==> src/rtl/vdet_pkg.sv <==
package vdet_pkg;

   typedef enum logic {
      SRC_SUPPLY = 1'b0,
      SRC_PIN    = 1'b1
   } vdet_src_e;

   // index of each comparator in the synchroniser bus
   localparam int IDX_SUPPLY = 0;
   localparam int IDX_PIN    = 1;
   localparam int N_CMP      = 2;

endpackage

==> src/rtl/vdet_sync.sv <==
module vdet_sync #(
   parameter int               WIDTH   = 2,
   parameter int               STAGES  = 2,
   parameter logic [WIDTH-1:0] RST_VAL = '1
) (
   input  logic             clk,
   input  logic             rst_n,
   input  logic [WIDTH-1:0] d_i,
   output logic [WIDTH-1:0] q_o
);

   generate
      if (STAGES < 2) begin : g_bad_stages
         $error("vdet_sync: STAGES must be at least 2");
      end
      if (WIDTH < 1) begin : g_bad_width
         $error("vdet_sync: WIDTH must be at least 1");
      end
   endgenerate

   logic [WIDTH-1:0] stg [STAGES];

   always_ff @(posedge clk or negedge rst_n) begin
      if (!rst_n) begin
         for (int i = 0; i < STAGES; i++) stg[i] <= RST_VAL;
      end else begin
         stg[0] <= d_i;
         for (int i = 1; i < STAGES; i++) stg[i] <= stg[i-1];
      end
   end

   assign q_o = stg[STAGES-1];

endmodule

==> src/rtl/vdet_rst_stretch.sv <==
module vdet_rst_stretch #(
   parameter int SHORT_CYC = 256,
   parameter int LONG_CYC  = 4096
) (
   input  logic clk,
   input  logic rst_n,
   input  logic lvr_req_i,
   input  logic long_dly_i,
   output logic busy_o
);

   localparam int            CW        = $clog2(LONG_CYC);
   localparam logic [CW-1:0] SHORT_LIM = CW'(SHORT_CYC - 1);
   localparam logic [CW-1:0] LONG_LIM  = CW'(LONG_CYC - 1);

   generate
      if (SHORT_CYC < 2) begin : g_bad_short
         $error("vdet_rst_stretch: SHORT_CYC must be at least 2");
      end
      if (LONG_CYC <= SHORT_CYC) begin : g_bad_long
         $error("vdet_rst_stretch: LONG_CYC must exceed SHORT_CYC");
      end
   endgenerate

   logic [CW-1:0] cnt;
   logic [CW-1:0] lim;

   assign lim = long_dly_i ? LONG_LIM : SHORT_LIM;

   always_ff @(posedge clk or negedge rst_n) begin
      if (!rst_n) begin
         busy_o <= 1'b1;
         cnt    <= '0;
      end else if (lvr_req_i) begin
         busy_o <= 1'b1;
         cnt    <= '0;
      end else if (busy_o) begin
         if (cnt == lim) busy_o <= 1'b0;
         else            cnt    <= cnt + 1'b1;
      end
   end

   // a request is always answered by reset on the next cycle
   a_r5_req_holds_reset: assert property (@(posedge clk) disable iff (!rst_n)
      lvr_req_i |=> busy_o);

   // reset may only end after a cycle with the request low
   a_r5_release_needs_low_req: assert property (@(posedge clk) disable iff (!rst_n)
      $fell(busy_o) |-> !$past(lvr_req_i));

endmodule

==> src/rtl/vdet_edge_pend.sv <==
module vdet_edge_pend (
   input  logic clk,
   input  logic rst_n,
   input  logic flag_i,
   input  logic sel_i,
   input  logic busy_i,
   input  logic ack_i,
   output logic pend_o
);

   logic prev_flag;
   logic sel_q;
   logic edge_ev;

   // a source switch masks the apparent level change in that cycle
   assign edge_ev = (flag_i ^ prev_flag) & ~(sel_i ^ sel_q);

   always_ff @(posedge clk or negedge rst_n) begin
      if (!rst_n) begin
         prev_flag <= 1'b1;
         sel_q     <= 1'b0;
         pend_o    <= 1'b1;
      end else begin
         prev_flag <= flag_i;
         sel_q     <= sel_i;
         if (busy_i)       pend_o <= flag_i;
         else if (edge_ev) pend_o <= 1'b1;
         else if (ack_i)   pend_o <= 1'b0;
      end
   end

   // a level change on an unchanged source marks the interrupt
   a_r3_change_sets_pend: assert property (@(posedge clk) disable iff (!rst_n)
      (!busy_i && flag_i != $past(flag_i) && sel_i == $past(sel_i)) |=> pend_o);

   // the pending mark mirrors the flag when reset ends
   a_r6_seed_at_release: assert property (@(posedge clk) disable iff (!rst_n)
      $fell(busy_i) |-> (pend_o == $past(flag_i)));

   // a lone acknowledge clears the mark
   a_r7_ack_clears: assert property (@(posedge clk) disable iff (!rst_n)
      (!busy_i && ack_i && !edge_ev) |=> !pend_o);

   // a fresh event beats a coincident acknowledge
   a_r8_event_beats_ack: assert property (@(posedge clk) disable iff (!rst_n)
      (!busy_i && ack_i && edge_ev) |=> pend_o);

   // switching the source leaves the mark alone
   a_r9_switch_no_event: assert property (@(posedge clk) disable iff (!rst_n)
      (!busy_i && sel_i != sel_q && !ack_i) |=> (pend_o == $past(pend_o)));

endmodule

==> src/rtl/vdet_seq.sv <==
module vdet_seq
   import vdet_pkg::*;
#(
   parameter int SYNC_STAGES = 2,
   parameter int SHORT_CYC   = 256,
   parameter int LONG_CYC    = 4096
) (
   input  logic clk,
   input  logic rst_n,
   input  logic supply_cmp_i,
   input  logic ext_cmp_i,
   input  logic lvr_req_i,
   input  logic src_sel_i,
   input  logic irq_en_i,
   input  logic long_dly_i,
   input  logic irq_ack_i,
   output logic sys_rst_o,
   output logic warn_flag_o,
   output logic irq_o
);

   logic [N_CMP-1:0] cmp_raw;
   logic [N_CMP-1:0] cmp_s;
   logic             busy;
   logic             pend;
   vdet_src_e        src;

   assign cmp_raw[IDX_SUPPLY] = supply_cmp_i;
   assign cmp_raw[IDX_PIN]    = ext_cmp_i;
   assign src = vdet_src_e'(src_sel_i);

   vdet_sync #(
      .WIDTH   (N_CMP),
      .STAGES  (SYNC_STAGES),
      .RST_VAL ({N_CMP{1'b1}})
   ) u_sync (
      .clk   (clk),
      .rst_n (rst_n),
      .d_i   (cmp_raw),
      .q_o   (cmp_s)
   );

   assign warn_flag_o = (src == SRC_PIN) ? cmp_s[IDX_PIN] : cmp_s[IDX_SUPPLY];

   vdet_rst_stretch #(
      .SHORT_CYC (SHORT_CYC),
      .LONG_CYC  (LONG_CYC)
   ) u_stretch (
      .clk        (clk),
      .rst_n      (rst_n),
      .lvr_req_i  (lvr_req_i),
      .long_dly_i (long_dly_i),
      .busy_o     (busy)
   );

   vdet_edge_pend u_pend (
      .clk    (clk),
      .rst_n  (rst_n),
      .flag_i (warn_flag_o),
      .sel_i  (src_sel_i),
      .busy_i (busy),
      .ack_i  (irq_ack_i),
      .pend_o (pend)
   );

   assign sys_rst_o = busy;
   assign irq_o     = pend & irq_en_i;

   // an enabled request stays up until acknowledged
   a_r4_request_held: assert property (@(posedge clk) disable iff (!rst_n)
      (irq_o && !irq_ack_i && !sys_rst_o && irq_en_i) |=> (pend));

endmodule

==> config.mk <==
export PLATFORM = sky130hd
export DESIGN_NAME = vdet_seq
export DESIGN_NICKNAME = d
export VERILOG_FILES = /design/src/rtl/vdet_pkg.sv /design/src/rtl/vdet_sync.sv /design/src/rtl/vdet_rst_stretch.sv /design/src/rtl/vdet_edge_pend.sv /design/src/rtl/vdet_seq.sv
export SDC_FILE = /design/constraint.sdc
export NUM_CORES = 1
export LEC_CHECK = 0
export ABC_CLOCK_PERIOD_IN_PS = 1850
export BUFFER_PORTS_ARGS = -buffer_cell sky130_fd_sc_hd__buf_2
export CAP_MARGIN = 20
export CORE_ASPECT_RATIO = 1.4
export CORE_MARGIN = 3
export CORE_UTILIZATION = 30
export CTS_CLUSTER_DIAMETER = 150
export CTS_CLUSTER_SIZE = 40
export DETAILED_ROUTE_END_ITERATION = 7
export GPL_TIMING_DRIVEN = 1
export PLACE_DENSITY = 0.53
export SETUP_SLACK_MARGIN = 0.1
export SLEW_MARGIN = 0
export SYNTH_ARGS = -nofsm -noshare
export SYNTH_HDL_FRONTEND = slang
export SYNTH_SLANG_ARGS = --single-unit
==> constraint.sdc <==
create_clock -name clk -period 1.85 [get_ports clk]
set_input_delay 0.0925 -clock clk [delete_from_list [all_inputs] [get_ports clk]]
set_output_delay 0.0925 -clock clk [all_outputs]
set_load 0.02 [all_outputs]
==> summary.txt, run 1 <==
Route
  – Vias per Instance: 5.26
  – Wirelength per Cell: between 10 and 15 um
  – Post-Route WL: 2250 um
  – Pre-antenna DRT Iters: 5
  – Vias post-DR: roughly 840
  – DRC Markers: 0
  – Remaining antenna violation count after routing: 0
  – Initial DRC count: 9

Yosys
  – Distinct cell type count after synthesis: 39
  – Syn Inst Count: 96
  – Area share of the largest cell type after synthesis: between 30% and 40%
  – Synth Register Bits: 20
  – Average size of a mapped cell: 10.5 um^2
  – Main area contributors after synthesis: dfrtp_1 (32%), dfstp_2 (18%), a21oi_1 (3.0%)
  – Yosys top cell by area: dfrtp_1
  – Register area share after synthesis: between 50 and 60%
  – Synth warn: 0
  – Syn_nets: 106
  – Mapped Area: 1000 um^2

Finish
  – Post-route cell area: approximately 1300 um^2
  – # diodes: 0
  – Syn-to-layout area delta: 26.9%
  – Fill cells: 327
  – Commonest non-fill, non-tap cell in the layout: dfrtp_1
  – Most frequent cells in the layout: dfrtp_1 (13), buf_2 (11), buf_4 (8)
  – Layout cells sized above 1: between 30% and 40%
  – Fin nets: 131

Place
  – Dpl cell area: ~1100 um^2
  – Port buffer count: 11
  – Routability cong.: approximately 0.8
  – DP Wirelength: 1590 um

Clocking
  – CTS tree: yes
  – CTS max path bufs: 2
  – CTS Root Cell: clkbuf_8
  – Reg clk slew, reported paths: 0.08 ns
  – Total CTS buffers: 3
  – Worst skew pair latency: 0.25 ns
  – Num Clock Sinks: 20
  – CTS HTree Levels: 1

Die
  – Initial Util: 31.8%
  – Die area: 4080 um^2
  – Core area: around 3200 um^2
  – I/O pin cnt: 12
  – Chip Width: around 55 um
  – Die Ht: roughly 74 um
  – Row count: 24

STA
  – Final Hold Viols: 0
  – Period utilization: 94.0%
  – Slew @ Worst Pin: 0.451 ns
  – Max Slew Vio Count: 0
  – Clock Skews: around 0.0021 ns
  – RSZ-0062 raised after global routing: true
  – Worst slew margin: between 60 and 70%
  – Setup TNS: 0 ns
  – Fin crit period: 1.74 ns
  – Final Setup Violations: 0
  – Peak Freq: 575 MHz

Worst setup path
  – Worst setup path category: flop to flop
  – Cell breakdown of the critical path: ha_2, and3_2, a22o_4, or4_4, a21oi_1
  – Setup crit start kind: flop
  – Worst Path Required: just over 2 ns
  – Worst setup EP type: flop
  – Arr. time, crit path: 1.92 ns
  – Slowest stage delay, CP: 0.47 ns
  – Max FO, Critical Path: 4
  – Slowest CP cell: or4_4
  – R2r setup slk: 0.11 ns

Global route
  – First-pass GRT wire length: about 3900 um
  – GRT Resource Usage Total: 12.8%
  – Gr ovfl total: 0
  – Largest net degree at the start of global routing: 21
  – Antenna violations before repair: 0
  – Vias in the first global route: between 800 and 900

Pwr
  – Peak VDD IR: 0.599 mV
  – Pwr dens: 886 nW/um^2
  – Total Power Consumption: 1.13 mW
  – LEAKAGE: 0.553 nW

Worst hold path
  – Hold WC Path Type: input pin to flop

Status
  – Status: completed

Flow run
  – Maxcap violations: 0
[stage by stage]
stage	setup WS, ns	std cells	hold WS (ns)	utilization [%]
2_1_floorplan	0.102	96	-0.203	-
3_3_place_gp	0.0810	147	0.0614	35.8
3_5_place_dp	0.0322	147	0.0667	35.8
4_1_cts	0.118	158	0.198	40.0
5_1_grt	0.0702	159	0.225	40.4
6_report	0.110	159	0.196	40.4
[path summary, 6_finish.rpt]
check                                                endpoint  depth (start not counted)                         start
worst min register to register        u_sync.q_o[0]$_DFF_PN1_                          0       u_sync.stg[2]$_DFF_PN1_
min in group asynchronous        u_stretch.cnt[1]$_DFFE_PN0P_                          2                         rst_n
worst max register to register  u_stretch.cnt[11]$_DFFE_PN0P_                          5  u_stretch.cnt[0]$_DFFE_PN0P_
max in group asynchronous           u_pend.pend_o$_DFFE_PN1P_                          2                         rst_n
worst max-delay path            u_stretch.cnt[11]$_DFFE_PN0P_                          5  u_stretch.cnt[0]$_DFFE_PN0P_
worst min-delay path                u_pend.pend_o$_DFFE_PN1P_                          4                     irq_ack_i
[cell usage after synthesis (all sizes together)]
cell / n
dfrtp: 13
dfstp: 7
nor2: 7
a21oi: 6
nand2: 6
inv: 4
nor3: 4
a31oi: 3
and4: 3
clkbuf: 3
nand3: 3
o21bai: 3
a211oi: 2
a22o: 2
and2: 2
and3: 2
mux2: 2
nand4: 2
nand4b: 2
o31ai: 2
or4: 2
a21o: 1
a32oi: 1
and3b: 1
and4bb: 1
ha: 1
mux2i: 1
nand2b: 1
nand3b: 1
nor2b: 1
o211ai: 1
o21ai: 1
o221ai: 1
o22ai: 1
o32a: 1
or3: 1
xnor2: 1
[worst max-delay path, delay by kind of cell, from the launching register on]
kind            cells  cell delay, ns
fa+ha+maj           1            0.20
flops               1            0.39
simple gates        2            0.67
compound gates      2            0.41
[repair_timing]
item | 4_1_cts | 5_1_grt
setup endpoints to repair | 2 | 1
hold buffers | 4 | 0
buffers inserted | 3 | 1
pin swaps | 2 | 1
endpoints found under the hold margin | 16 | 0
resized for setup | 0 | 1
[cells by family (layout without fill, tap and decap cells)]
group | count (synthesis) | after routing | share of synthesized area (%)
AO/OA/AOI/OAI | 25 | 25 | 18.2
XOR/XNOR | 1 | 1 | 0.873
adder cells (fa/ha/maj) | 1 | 1 | 1.25
buffers and inverters | 7 | 31 | 2.62
flip-flops | 20 | 20 | 50.7
multiplexers | 3 | 3 | 3.24
AND/OR/NAND/NOR | 39 | 39 | 23.1
[per-layer routing]
metal  up-vias  track usage [%]  share of wire, %
li1        412                -                 -
met1       415             15.3                42
met2         8             22.4                56
met3         2             2.00               1.6
met4         0             4.99              0.89
met5         -                0                 0
[report_power, final]
group | internal, mW | total [mW] | switching (mW)
Clock | 0.288 | 0.437 | 0.148
Sequential | 0.475 | 0.501 | 0.0261
Combinational | 0.0958 | 0.191 | 0.0947
[layout make-up]
class                           instances  area, um^2  share of cell area (%)
Clock buffer                            3        41.3                    3.24
Timing Repair Buffer                   23         155                    12.2
Inverter                                4        15.0                    1.18
Sequential cell                        20         509                    40.0
Multi-Input combinational cell         69         474                    37.2
Clock inverter                          1        30.0                    2.36
Tap cell                               39        48.8                    3.83
[state kept, by name, summed over array words and instances, names as in the netlist]
signal / flops
u_pend.prev_flag: 1
u_pend.pend_o: 1
u_stretch.cnt: 12
u_sync.q_o: 2
u_sync.stg: 2
u_pend.sel_q: 1
u_stretch.busy_o: 1
(Power assumes the default switching activity.)
==> run 2: changes to the inputs <==
--- a/config.mk
+++ b/config.mk
@@ -10,12 +10,13 @@
 export CAP_MARGIN = 20
 export CORE_ASPECT_RATIO = 1.4
 export CORE_MARGIN = 3
-export CORE_UTILIZATION = 30
+export CORE_UTILIZATION = 50
 export CTS_CLUSTER_DIAMETER = 150
 export CTS_CLUSTER_SIZE = 40
 export DETAILED_ROUTE_END_ITERATION = 7
 export GPL_TIMING_DRIVEN = 1
-export PLACE_DENSITY = 0.53
+export PLACE_DENSITY = 0.81
+export REMOVE_ABC_BUFFERS = 1
 export SETUP_SLACK_MARGIN = 0.1
 export SLEW_MARGIN = 0
 export SYNTH_ARGS = -nofsm -noshare
==> run 2 against run 1 <==
  * Fmax up 0.68%
  * Power shrank 19%
  * Largest cell class unchanged
  * Critical path depth is the same
  * Sequential share of layout area rose by 1.4 points
  * Global-route usage up 5.9 points
  * Non-clock buffer count up 1
  * Critical path type unchanged
  * Clock skew up 0.020 ns
  * Cell area down 3.0%
==> summary.txt, run 2 (same netlist as run 1, synthesis figures left out) <==
Finish
  – Post-route cell area: 1230 um^2
  – Most frequent cells in the layout: dfrtp_1 (12), buf_2 (11), buf_4 (9)
  – Commonest non-fill, non-tap cell in the layout: dfrtp_1
  – Max FFs per register: 12
  – Fill cells: 132
  – Syn-to-layout area delta: 23.1%
  – Fin util: 67.7%
  – Most flops, register: u_stretch.cnt
  – Layout cells sized above 1: between 30% and 40%
  – # diodes: 0
  – Area occupied by registers: 510 um^2
  – Multi-input gate area: 495 um^2
  – Fin nets: roughly 130

STA
  – Peak Freq: between 500 and 600 MHz
  – Clock Skews: 0.0224 ns
  – Final Hold Viols: 0
  – Period utilization: just over 90%
  – Fin crit period: 1.73 ns
  – Setup TNS: 0 ns
  – RSZ-0062 raised after global routing: true
  – Final Worst Setup Slack: ~0.12 ns
  – Max Slew Vio Count: 0
  – Slew @ Worst Pin: 0.438 ns
  – Final Setup Violations: 0
  – Worst slew margin: 70.8%

Die
  – Die Ht: 59.0 um
  – Core area: between 1500 and 2000 um^2
  – Row count: 18
  – Die area: 2590 um^2
  – I/O pin cnt: 12
  – Chip Width: roughly 44 um
  – Initial Util: between 50 and 60%

Route
  – Wirelength per Cell: 15.3 um
  – DRC Markers: 0
  – Post-Route WL: approximately 2200 um
  – Vias per Instance: 6.19
  – Pre-antenna DRT Iters: 4
  – Remaining antenna violation count after routing: 0
  – Initial DRC count: 29
  – Vias post-DR: 873

Worst setup path
  – Worst setup path category: flop to flop
  – Setup crit start kind: flop
  – Worst setup EP type: flop
  – Max FO, Critical Path: 5
  – Worst Path Required: 2.10 ns
  – Arr. time, crit path: approximately 2.0 ns

Place
  – DP Wirelength: 1470 um
  – Pre-CTS setup slack: 0.0497 ns
  – Dpl cell area: 1090 um^2
  – Routability cong.: 0.788
  – Port buffer count: 11

Worst hold path
  – Hold WC Path Type: input pin to flop

Global route
  – GRT Resource Usage Total: 18.7%
  – First-pass GRT wire length: roughly 3700 um
  – Gr ovfl total: 0
  – Largest net degree at the start of global routing: 21
  – Antenna violations before repair: 0
  – Vias in the first global route: roughly 850

Clocking
  – Num Clock Sinks: 20
  – Worst skew pair latency: 0.31 ns
  – Reg clk slew, reported paths: 0.12 ns
  – Total CTS buffers: 3
  – CTS tree: yes
  – CTS HTree Levels: 1
  – CTS max path bufs: 2
  – CTS Root Cell: clkbuf_4

Pwr
  – Pwr dens: 738 nW/um^2
  – Total Power Consumption: between 0.9 and 1 mW
  – LEAKAGE: 0.531 nW
  – Peak VDD IR: 0.646 mV

Status
  – Status: completed

Flow run
  – Maxcap violations: 0
==> run 2: path summary, 6_finish.rpt <==
check | start | endpoint | slack (ns) | cells after the start
worst max-delay path | u_stretch.cnt[1]$_DFFE_PN0P_ | u_stretch.cnt[9]$_DFFE_PN0P_ | 0.12 | 5
worst min-delay path | lvr_req_i | u_stretch.cnt[9]$_DFFE_PN0P_ | 0.13 | 2
worst max register to register | u_stretch.cnt[1]$_DFFE_PN0P_ | u_stretch.cnt[9]$_DFFE_PN0P_ | 0.12 | 5
worst min register to register | u_sync.stg[2]$_DFF_PN1_ | u_sync.q_o[0]$_DFF_PN1_ | 0.36 | 0
max in group asynchronous | rst_n | u_sync.stg[3]$_DFF_PN1_ | 1.25 | 2
min in group asynchronous | rst_n | u_stretch.cnt[5]$_DFFE_PN0P_ | 0.24 | 2
==> run 2: layout make-up <==
cell class / count / area share (%)
repair buffers: 24 / 13.2
well taps: 20 / 2.03
inverters: 4 / 1.22
flip-flops and latches: 20 / 41.3
clock buffers: 4 / 2.13
multi-input cells: 69 / 40.1
==> run 2: critical path, cell delays in order, from the launching register on <==
cell and delay, ns:
dfrtp_1 0.40, ha_2 0.22, and4bb_1 0.22, a22o_4 0.23, or3_2 0.46, a21oi_2 0.14
==> run 2: repair_timing <==
item | in CTS | in global routing
buffers inserted | 1 | 5
pin swaps | 1 | 2
gates resized for setup | 1 | 7
endpoints found under the setup margin | 2 | 8
endpoints found under the hold margin | 16 | 0
hold buffers | 4 | 0
==> run 2: report_power, final <==
part,internal (mW),switching (mW)
Sequential,0.475,0.0251
Clock,0.0841,0.131
Combinational,0.0991,0.0971
==> run 2: per-stage QoR <==
stage                     hold WS (ns)  std cells
after global placement          0.0519        127
after detailed placement        0.0571        127
after global routing             0.156        141
final                            0.133        141
after floorplan                 -0.203         93
after CTS                        0.131        136
==> run 2: per-layer routing <==
metal | track usage (%) | wire [um] | vias to the layer above
met2 | 31.9 | 1140 | 21
met4 | 10.8 | 46 | 0
met3 | 1.82 | 83 | 5
li1 | - | - | 414
met1 | 22.6 | 887 | 433
met5 | 0 | 0 | -
==> run 3: changes to the inputs <==
--- a/config.mk
+++ b/config.mk
@@ -5,7 +5,7 @@
 export SDC_FILE = /design/constraint.sdc
 export NUM_CORES = 1
 export LEC_CHECK = 0
-export ABC_CLOCK_PERIOD_IN_PS = 1850
+export ABC_CLOCK_PERIOD_IN_PS = 1400
 export BUFFER_PORTS_ARGS = -buffer_cell sky130_fd_sc_hd__buf_2
 export CAP_MARGIN = 20
 export CORE_ASPECT_RATIO = 1.4
==> constraint.sdc (replaced) <==
create_clock -name clk -period 1.4 [get_ports clk]
set_input_delay 0.07 -clock clk [delete_from_list [all_inputs] [get_ports clk]]
set_output_delay 0.07 -clock clk [all_outputs]
set_load 0.02 [all_outputs]
==> run 3 against run 2 <==
  * The flow now finishes with violations (negative setup slack)
  * Sequential power rose by 33%
  * Die area is the same
  * Global-route usage is 3.6 points higher
  * First-iteration DRC count is 17% higher
  * Non-clock buffer count rose by 11
  * Flip-flop and latch count did not move
  * Sequential share of layout area decreased by 5.4 points
  * Largest power group unchanged
  * Cell area grew 15%
  * Clock power is 120% higher
  * Clock skew down 0.019 ns
  * Critical path depth is the same
==> summary.txt, run 3 (same netlist as run 1, synthesis figures left out) <==
Status
  – Status: finished, violations left
  – Failing checks: negative setup slack

Global route
  – Antenna violations before repair: 0
  – GRT Resource Usage Total: 22.3%
  – Largest net degree at the start of global routing: 21
  – First-pass GRT wire length: 4310 um
  – Gr ovfl total: 0
  – Vias in the first global route: 1007

Pwr
  – LEAKAGE: around 0.64 nW
  – Int Pwr: about 1.1 mW
  – Flop pwr share: between 40% and 50%
  – Clock share of power: 32.1%
  – Peak VDD IR: 1.24 mV
  – Logic pwr share: between 20% and 30%
  – P_sw: 0.390 mW
  – Sw Ratio: 26.1%
  – Pwr dens: 1050 nW/um^2

STA
  – Slew @ Worst Pin: 0.448 ns
  – Fin crit period: 1.69 ns
  – Setup TNS: -1.82 ns
  – Worst slew margin: 70.1%
  – Final Setup Violations: 13
  – Clock Skews: between 0.003 and 0.004 ns
  – Final Worst Setup Slack: -0.295 ns
  – Hold_ws: 0.0850 ns
  – Peak Freq: ~590 MHz
  – Max Slew Vio Count: 0
  – RSZ-0062 raised after global routing: true
  – Final Hold Viols: 0
  – Period utilization: 121%

Route
  – Pre-antenna DRT Iters: 5
  – Post-Route WL: about 2500 um
  – Remaining antenna violation count after routing: 0
  – Wirelength per Cell: ~17 um
  – Vias per Instance: 6.03
  – Top sig layer: met4
  – Met1 WL: 957 um
  – Initial DRC count: 34
  – Wire length on met2: between 1000 and 1500 um
  – DRC Markers: 0
  – Vias post-DR: roughly 920
  – Met3 WL: 124 um

Die
  – Die area: 2590 um^2
  – I/O pin cnt: 12
  – Core area: 1820 um^2
  – Initial Util: 55.0%
  – Chip Width: approximately 44 um
  – Row count: 18
  – Die Ht: 59.0 um

Flow run
  – Maxcap violations: 0

Clocking
  – CTS Root Cell: clkbuf_4
  – Num Clock Sinks: 20
  – CTS max path bufs: 2
  – Reg clk slew, reported paths: 0.12 ns
  – Total CTS buffers: 3
  – CTS HTree Levels: 1
  – CTS tree: yes
  – Worst skew pair latency: ~0.31 ns

Worst setup path
  – Arr. time, crit path: 1.94 ns
  – Worst setup EP type: flop
  – Max FO, Critical Path: 3
  – Crit. Startpoint: u_stretch.cnt[0]$_DFFE_PN0P_
  – R2r setup slk: -0.29 ns
  – Worst Path Required: 1.65 ns
  – Setup crit start kind: flop
  – RR Startpoint: u_stretch.cnt[0]$_DFFE_PN0P_
  – Worst setup path category: flop to flop

Place
  – Dpl cell area: ~1200 um^2
  – Port buffer count: 11
  – DP Wirelength: 1570 um
  – Placed cells: 141
  – Routability cong.: 0.825

Finish
  – Fin nets: approximately 140
  – Area occupied by registers: 510 um^2
  – # diodes: 0
  – Multi-input gate area: 563 um^2
  – Fin util: 77.8%
  – Commonest non-fill, non-tap cell in the layout: buf_4
  – Most frequent cells in the layout: buf_4 (21), dfrtp_1 (12), buf_2 (9)
  – Most flops, register: u_stretch.cnt
  – Post-route cell area: about 1400 um^2
  – Fill cells: 118
  – Syn-to-layout area delta: 41.5%
  – Layout Cells excl Fill: 152
  – Layout cells sized above 1: a little under half
  – Max FFs per register: 12

Worst hold path
  – Hold WC Path Type: input pin to flop
  – Beginning of the worst hold path: src_sel_i
run 3: changes by cell type in the layout (fill, tap and decap cells not counted), sizes merged:
cell	delta
clkbuf	-1
buf	+11
bufinv	+1
run 3: stage by stage:
stage          worst slack (ns)  total power [mW]
3_3_place_gp             -0.294             0.916
4_1_cts                  -0.297              1.47
2_1_floorplan            -0.386             0.789
3_5_place_dp             -0.337             0.930
5_1_grt                  -0.332              1.55
6_report                 -0.295              1.49
run 3: critical path, stage by stage (launching register included):
cell and delay, ns:
dfrtp_1 0.43, ha_4 0.18, and4bb_1 0.20, a22o_4 0.22, or4_1 0.46, a21oi_1 0.14
run 3: area by class of cell:
class,count,area share [%]
repair buffers,35,17.9
clock buffers,3,1.59
multi-input cells,69,39.6
clock inverters,1,2.11
inverters,4,1.06
well taps,20,1.76
flip-flops and latches,20,35.9
run 3: path summary, 6_finish.rpt:
| check | to | depth (start not counted) |
|---|---|---|
| min in group asynchronous | u_stretch.cnt[9]$_DFFE_PN0P_ | 2 |
| min reg2reg | u_sync.q_o[1]$_DFF_PN1_ | 0 |
| max | u_stretch.cnt[11]$_DFFE_PN0P_ | 5 |
| max in group asynchronous | u_sync.q_o[1]$_DFF_PN1_ | 2 |
| min | u_pend.prev_flag$_DFF_PN1_ | 3 |
| max reg2reg | u_stretch.cnt[11]$_DFFE_PN0P_ | 5 |
run 3: per-layer routing:
metal	up-vias	GRT usage [%]
li1	435	-
met1	436	25.6
met2	36	37.7
met3	9	4.86
met4	0	12.1
met5	-	0
run 3: what timing repair did:
item / in CTS / in global routing
pin swaps: 7 / 5
cloned: 0 / 0
gates resized for setup: 14 / 11
hold buffers: 4 / 0
hold endpoints to repair: 16 / 0
setup buffers: 4 / 0
setup endpoints to repair: 13 / 15
run 3: power groups by stage:
stage,Combinational (mW),Clock [mW],Sequential [mW]
floorplan,0.117,0,0.671
global placement,0.258,0,0.657
detailed placement,0.268,0,0.662
CTS,0.339,0.474,0.654
global route,0.381,0.504,0.668
finish,0.348,0.479,0.664
